--- src/rtl/hs_pkg.sv ---
package hs_pkg;
    localparam int HS_SEL_W = 3;

    typedef struct packed {
        logic flag;     // IBF (input) or OBF_n (output)
        logic intr;     // registered interrupt (output direction)
        logic inte;     // interrupt enable
        logic written;  // first write done (output direction)
    } hs_ctl_t;
endpackage

--- src/rtl/hs_sync_edge.sv ---
module hs_sync_edge #(
    parameter int   STAGES  = 2,
    parameter logic RST_VAL = 1'b1
) (
    input  logic clk,
    input  logic rst_n,
    input  logic raw,
    output logic lvl,
    output logic rise,
    output logic fall
);
    logic [STAGES-1:0] chain_q;
    logic              prev_q;

    always_ff @(posedge clk or negedge rst_n) begin
        if (!rst_n) begin
            chain_q <= {STAGES{RST_VAL}};
            prev_q  <= RST_VAL;
        end else begin
            chain_q[0] <= raw;
            for (int i = 1; i < STAGES; i++) begin
                chain_q[i] <= chain_q[i-1];
            end
            prev_q <= chain_q[STAGES-1];
        end
    end

    assign lvl  = chain_q[STAGES-1];
    assign rise = lvl & ~prev_q;
    assign fall = ~lvl & prev_q;
endmodule

--- src/rtl/hs_bsr_decode.sv ---
module hs_bsr_decode
    import hs_pkg::*;
#(
    parameter int INTE_IDX = 4
) (
    input  logic                bsr_valid,
    input  logic [HS_SEL_W-1:0] bsr_bit,
    input  logic                bsr_val,
    output logic                inte_set,
    output logic                inte_clr
);
    localparam logic [HS_SEL_W-1:0] IDX = HS_SEL_W'(INTE_IDX);

    logic hit;
    assign hit      = bsr_valid && (bsr_bit == IDX);
    assign inte_set = hit &  bsr_val;
    assign inte_clr = hit & ~bsr_val;
endmodule

--- src/rtl/hs_core.sv ---
module hs_core
    import hs_pkg::*;
#(
    parameter int   WIDTH    = 8,
    parameter logic IS_INPUT = 1'b1
) (
    input  logic             clk,
    input  logic             rst_n,
    input  logic             rd_rise,
    input  logic             wr_lvl,
    input  logic             wr_rise,
    input  logic             wr_fall,
    input  logic             hs_lvl,
    input  logic             hs_rise,
    input  logic             hs_fall,
    input  logic [WIDTH-1:0] pin_in,
    input  logic [WIDTH-1:0] cpu_wdata,
    input  logic             inte_set,
    input  logic             inte_clr,
    output logic [WIDTH-1:0] data_q,
    output logic             flag,
    output logic             intr,
    output logic             oe
);
    localparam hs_ctl_t CTL_RST = '{flag: ~IS_INPUT, intr: 1'b0, inte: 1'b0, written: 1'b0};

    hs_ctl_t          ctl_d, ctl_q;
    logic [WIDTH-1:0] data_d;

    always_comb begin
        ctl_d  = ctl_q;
        data_d = data_q;
        if (inte_set) ctl_d.inte = 1'b1;
        else if (inte_clr) ctl_d.inte = 1'b0;
        if (IS_INPUT) begin
            if (!hs_lvl) data_d = pin_in;
            if (rd_rise) ctl_d.flag = 1'b0;
            if (hs_fall) ctl_d.flag = 1'b1;
        end else begin
            if (!wr_lvl) data_d = cpu_wdata;
            if (wr_rise) ctl_d.written = 1'b1;
            if (hs_fall) ctl_d.flag = 1'b1;
            if (wr_rise) ctl_d.flag = 1'b0;
            if (hs_rise && ctl_q.flag && ctl_q.inte) ctl_d.intr = 1'b1;
            if (wr_fall) ctl_d.intr = 1'b0;
        end
    end

    always_ff @(posedge clk or negedge rst_n) begin
        if (!rst_n) begin
            ctl_q  <= CTL_RST;
            data_q <= '0;
        end else begin
            ctl_q  <= ctl_d;
            data_q <= data_d;
        end
    end

    assign flag = ctl_q.flag;

    generate
        if (IS_INPUT) begin : g_in
            logic unused_in;
            assign unused_in = ^{wr_lvl, wr_rise, wr_fall, hs_rise, cpu_wdata, ctl_q.intr, ctl_q.written};
            assign intr = hs_lvl & ctl_q.flag & ctl_q.inte;
            assign oe   = 1'b0;


            ibf_set_chk: assert property (@(posedge clk) disable iff (!rst_n)
                $rose(ctl_q.flag) |-> $past(hs_fall));
        end else begin : g_out
            logic unused_out;
            assign unused_out = ^{rd_rise, pin_in};
            assign intr = ctl_q.intr;
            assign oe   = ctl_q.written;


            obf_assert_chk: assert property (@(posedge clk) disable iff (!rst_n)
                $fell(ctl_q.flag) |-> $past(wr_rise));

            intr_clear_chk: assert property (@(posedge clk) disable iff (!rst_n)
                wr_fall |=> !intr);
        end
    endgenerate


    inte_hold_chk: assert property (@(posedge clk) disable iff (!rst_n)
        !(inte_set || inte_clr) |=> $stable(ctl_q.inte));
endmodule

--- src/rtl/strobed_port_ctrl.sv ---
module strobed_port_ctrl
    import hs_pkg::*;
#(
    parameter int   WIDTH       = 8,
    parameter logic IS_INPUT    = 1'b1,
    parameter logic GROUP_A     = 1'b1,
    parameter int   SYNC_STAGES = 2
) (
    input  logic                clk,
    input  logic                rst_n,
    input  logic                cpu_rd_n,
    input  logic                cpu_wr_n,
    input  logic                periph_hs_n,
    input  logic [WIDTH-1:0]    pin_in,
    input  logic [WIDTH-1:0]    cpu_wdata,
    input  logic                bsr_valid,
    input  logic [HS_SEL_W-1:0] bsr_bit,
    input  logic                bsr_val,
    output logic [WIDTH-1:0]    port_data,
    output logic                port_oe,
    output logic                buf_flag,
    output logic                intr
);
    localparam int INTE_IDX = GROUP_A ? (IS_INPUT ? 4 : 6) : 2;

    logic rd_lvl, rd_rise, rd_fall;
    logic wr_lvl, wr_rise, wr_fall;
    logic hs_lvl, hs_rise, hs_fall;
    logic inte_set, inte_clr;
    logic unused_rd;

    assign unused_rd = ^{rd_lvl, rd_fall};

    hs_sync_edge #(.STAGES(SYNC_STAGES), .RST_VAL(1'b1)) u_rd_sync (
        .clk(clk), .rst_n(rst_n), .raw(cpu_rd_n),
        .lvl(rd_lvl), .rise(rd_rise), .fall(rd_fall));

    hs_sync_edge #(.STAGES(SYNC_STAGES), .RST_VAL(1'b1)) u_wr_sync (
        .clk(clk), .rst_n(rst_n), .raw(cpu_wr_n),
        .lvl(wr_lvl), .rise(wr_rise), .fall(wr_fall));

    hs_sync_edge #(.STAGES(SYNC_STAGES), .RST_VAL(1'b1)) u_hs_sync (
        .clk(clk), .rst_n(rst_n), .raw(periph_hs_n),
        .lvl(hs_lvl), .rise(hs_rise), .fall(hs_fall));

    hs_bsr_decode #(.INTE_IDX(INTE_IDX)) u_bsr (
        .bsr_valid(bsr_valid), .bsr_bit(bsr_bit), .bsr_val(bsr_val),
        .inte_set(inte_set), .inte_clr(inte_clr));

    hs_core #(.WIDTH(WIDTH), .IS_INPUT(IS_INPUT)) u_core (
        .clk(clk), .rst_n(rst_n),
        .rd_rise(rd_rise),
        .wr_lvl(wr_lvl), .wr_rise(wr_rise), .wr_fall(wr_fall),
        .hs_lvl(hs_lvl), .hs_rise(hs_rise), .hs_fall(hs_fall),
        .pin_in(pin_in), .cpu_wdata(cpu_wdata),
        .inte_set(inte_set), .inte_clr(inte_clr),
        .data_q(port_data), .flag(buf_flag), .intr(intr), .oe(port_oe));
endmodule

--- config.mk ---
export PLATFORM = sky130hd
export DESIGN_NAME = strobed_port_ctrl
export DESIGN_NICKNAME = d
export VERILOG_FILES = /design/src/rtl/hs_pkg.sv /design/src/rtl/hs_sync_edge.sv /design/src/rtl/hs_bsr_decode.sv /design/src/rtl/hs_core.sv /design/src/rtl/strobed_port_ctrl.sv
export SDC_FILE = /design/constraint.sdc
export NUM_CORES = 1
export LEC_CHECK = 0
export BUFFER_PORTS_ARGS = -buffer_cell sky130_fd_sc_hd__buf_2
export CORE_MARGIN = 5
export CORE_UTILIZATION = 42
export DETAILED_ROUTE_END_ITERATION = 10
export GPL_ROUTABILITY_DRIVEN = 0
export PLACE_DENSITY = 0.86
export SLEW_MARGIN = 10
export SYNTH_ARGS = -nofsm -noshare
export SYNTH_HDL_FRONTEND = slang
export SYNTH_SLANG_ARGS = --single-unit
--- constraint.sdc ---
create_clock -name clk -period 3.65 [get_ports clk]
set_clock_uncertainty 0.05 [all_clocks]
set_input_delay 0.1825 -clock clk [delete_from_list [all_inputs] [get_ports clk]]
set_output_delay 0.1825 -clock clk [all_outputs]
set_load 0.05 [all_outputs]
==> summary.txt <==
Clock tree
  – CTS max path bufs: 2
  – TritonCTS Sinks: 16
  – Later-pin clock latency in the skew report: 0.28 ns
  – Worst-path clk slew: 0.09 ns
  – TritonCTS Buffers: 3
  – H-tree Lvls: 1
  – CTS root buf: clkbuf_4
  – CTS tree: built

Logic synthesis
  – Yosys warnings: 0
  – Mean post-synth cell area: 17.3 um2
  – Post-synth cell types: 11
  – Register area share after synthesis: 71.6%
  – Top cells by area, synth: dfrtp_1 (44%), dfstp_2 (28%), mux2_2 (16%)
  – Dominant synthesized flop cell: dfrtp_1
  – Area leader, netlist: dfrtp_1
  – Post-synthesis net count: 59
  – Yosys top cell area share: 44.0%
  – Post-synth ARST share: 100%
  – Synthesized area: 569 um2
  – Commonest cells post-synth: dfrtp_1 (10), mux2_2 (8), dfstp_2 (6)
  – Synthesis-stage register bit count: 16
  – Cells after synthesis: 33
  – Number of synthesized flops with an enable pin: 0
  – Count leader, synth: dfrtp_1

Setup path
  – Critical Path Stages: 2
  – CP Cell Sequence: and3_1, buf_2
  – Type of origin of the critical path: flop
  – Critical path peak fanout: 11
  – CP endpoint kind: output pin
  – WS Path Type: flop to output pin
  – Cell family with most CP delay: flip-flops
  – Critical Path Slowest Stage Cell: dfstp_2
  – CP max stage delay: 0.67 ns
  – Crit path DAT: 1.40 ns
  – Worst reg-to-reg path cell count: 1
  – Worst Path Buf+Inv: 1
  – CP Data Required Time: 3.42 ns

Run
  – Maxcap violations: 0

Detailed routing
  – DRC viols: 0
  – Vias: 355
  – Detailed Route WL: 1010 um
  – Initial DRT Pass Iterations: 4
  – Routed Antenna Nets: 0
  – Vias per std cell: 4.49
  – Initial DRC Count: 3
  – Avg WL per Cell: 12.7 um

Cells and area
  – Fraction of final layout cells sized beyond drive strength 1: 70.3%
  – Area growth, synth to finish: 35.2%
  – Nets: 91
  – Antenna cells: 0
  – Number of fill cells in the layout: 99

GRT
  – Total GRT Usage: 10.3%
  – Vias in the first global route: 359
  – Initial antenna violation count: 0
  – Overflow after GRT: 0
  – First-pass GRT wire length: 1500 um
  – Largest net degree at the start of global routing: 17

STA
  – RSZ-0062 raised after global routing: false
  – Final worst slack: 2.02 ns
  – Pins Over Slew Limit: 0
  – Fmax: 614 MHz
  – Fin Setup TNS: 0 ns
  – Tcrit/Tclk final: 44.6%
  – Final setup viols: 0
  – Minimum clock period: 1.63 ns
  – Fin. Hold Viols: 0

Power and ir drop
  – Worst VDD drop: 314 uV
  – P per Cell Area: 522 nW/um2
  – Static Leak: 0.000382 uW
  – Power Total: 401 uW

Die
  – Initial Util: 44.3%
  – Core ar.: 1280 um2
  – Num rows: 13
  – DIE HEIGHT: 46.8 um
  – Ports: 37
  – Die footprint: 2190 um2
  – Die W: 46.8 um

Status
  – Status: finished clean

Worst hold path
  – Hold Path Stages: 2
  – Hold Crit Class: input pin to flop

Place
  – Pre-CTS setup slack: 2.32 ns
  – PortBufs: 26
## state kept, by name (all words and copies together), names as in the netlist
name	flops
u_hs_sync.chain_q	2
u_core.flag	1
u_rd_sync.chain_q	2
u_core.ctl_q	1
u_rd_sync.prev_q	1
u_core.data_q	8
u_hs_sync.prev_q	1
## layout make-up
type | instances | area (um2) | share of cell area [%]
clock buffer | 4 | 36.3 | 4.72
tap | 15 | 18.8 | 2.44
multi-input combinational | 14 | 143 | 18.5
timing repair buffer | 29 | 160 | 20.8
inverter | 1 | 3.75 | 0.488
sequential | 16 | 408 | 53.0
## through the flow
stage	area [um2]	utilization, %	std cells	hold WS [ns]
after floorplan	569	-	33	-0.163
after global placement	703	54.7	72	0.0505
after detailed placement	703	54.7	72	0.0615
after CTS	769	59.9	79	0.0669
after global routing	769	59.9	79	0.0570
final	769	59.9	79	0.0801
## per-layer routing
layer / vias up / routed length, um / track usage (%) / share of wire [%]
met2: 9 / 588 / 19.0 / 58
met3: 0 / 50 / 4.60 / 5.0
li1: 172 / - / - / -
met1: 174 / 368 / 10.3 / 37
met4: 0 / 0 / 3.31 / 0
met5: - / 0 / 0 / 0
## kinds of logic (layout without fill, tap and decap cells)
group | Yosys count | in the layout | share of synthesized area (%)
DFF | 16 | 16 | 71.6
and+or+nand+nor | 3 | 3 | 4.40
other | 1 | 1 | 0.659
muxes | 9 | 9 | 18.5
AOI/OAI and AO/OA | 1 | 1 | 1.54
buffers and inverters | 3 | 34 | 3.30
## power breakdown
part | switching, uW | internal [uW]
Clock | 51.3 | 60.6
Sequential | 8.48 | 196
Combinational | 56.5 | 28.8
Total | 116 | 285
## placed cells by master, fill, tap and decap left out
cell type / n
buf_2: 26
dfrtp_1: 10
mux2_2: 8
dfstp_2: 6
clkbuf_4: 3
dlygate4sd3_1: 3
and3_1: 1
inv_1: 1
nand2b_1: 1
a22o_1: 1
and4bb_1: 1
mux2_4: 1
conb_1: 1
clkbuf_8: 1
## timing repair
action	4_1_cts	5_1_grt
gates resized for setup	0	0
hold buffers	3	0
setup buffers	0	0
endpoints found under the hold margin	12	0
## worst paths after layout
path | start | endpoint | slack, ns
max in group asynchronous | rst_n | u_rd_sync.chain_q[1] | 2.99
hold reg to reg | u_rd_sync.chain_q[0] | u_rd_sync.chain_q[1] | 0.31
min in group asynchronous | rst_n | u_core.data_q[5] | 0.27
setup / recovery | u_hs_sync.chain_q[1] | intr | 2.02
hold / removal | bsr_val | u_core.ctl_q[1] | 0.08
setup reg to reg | u_hs_sync.chain_q[1] | u_core.data_q[3] | 2.44
Power figures use the tool's default switching activity.
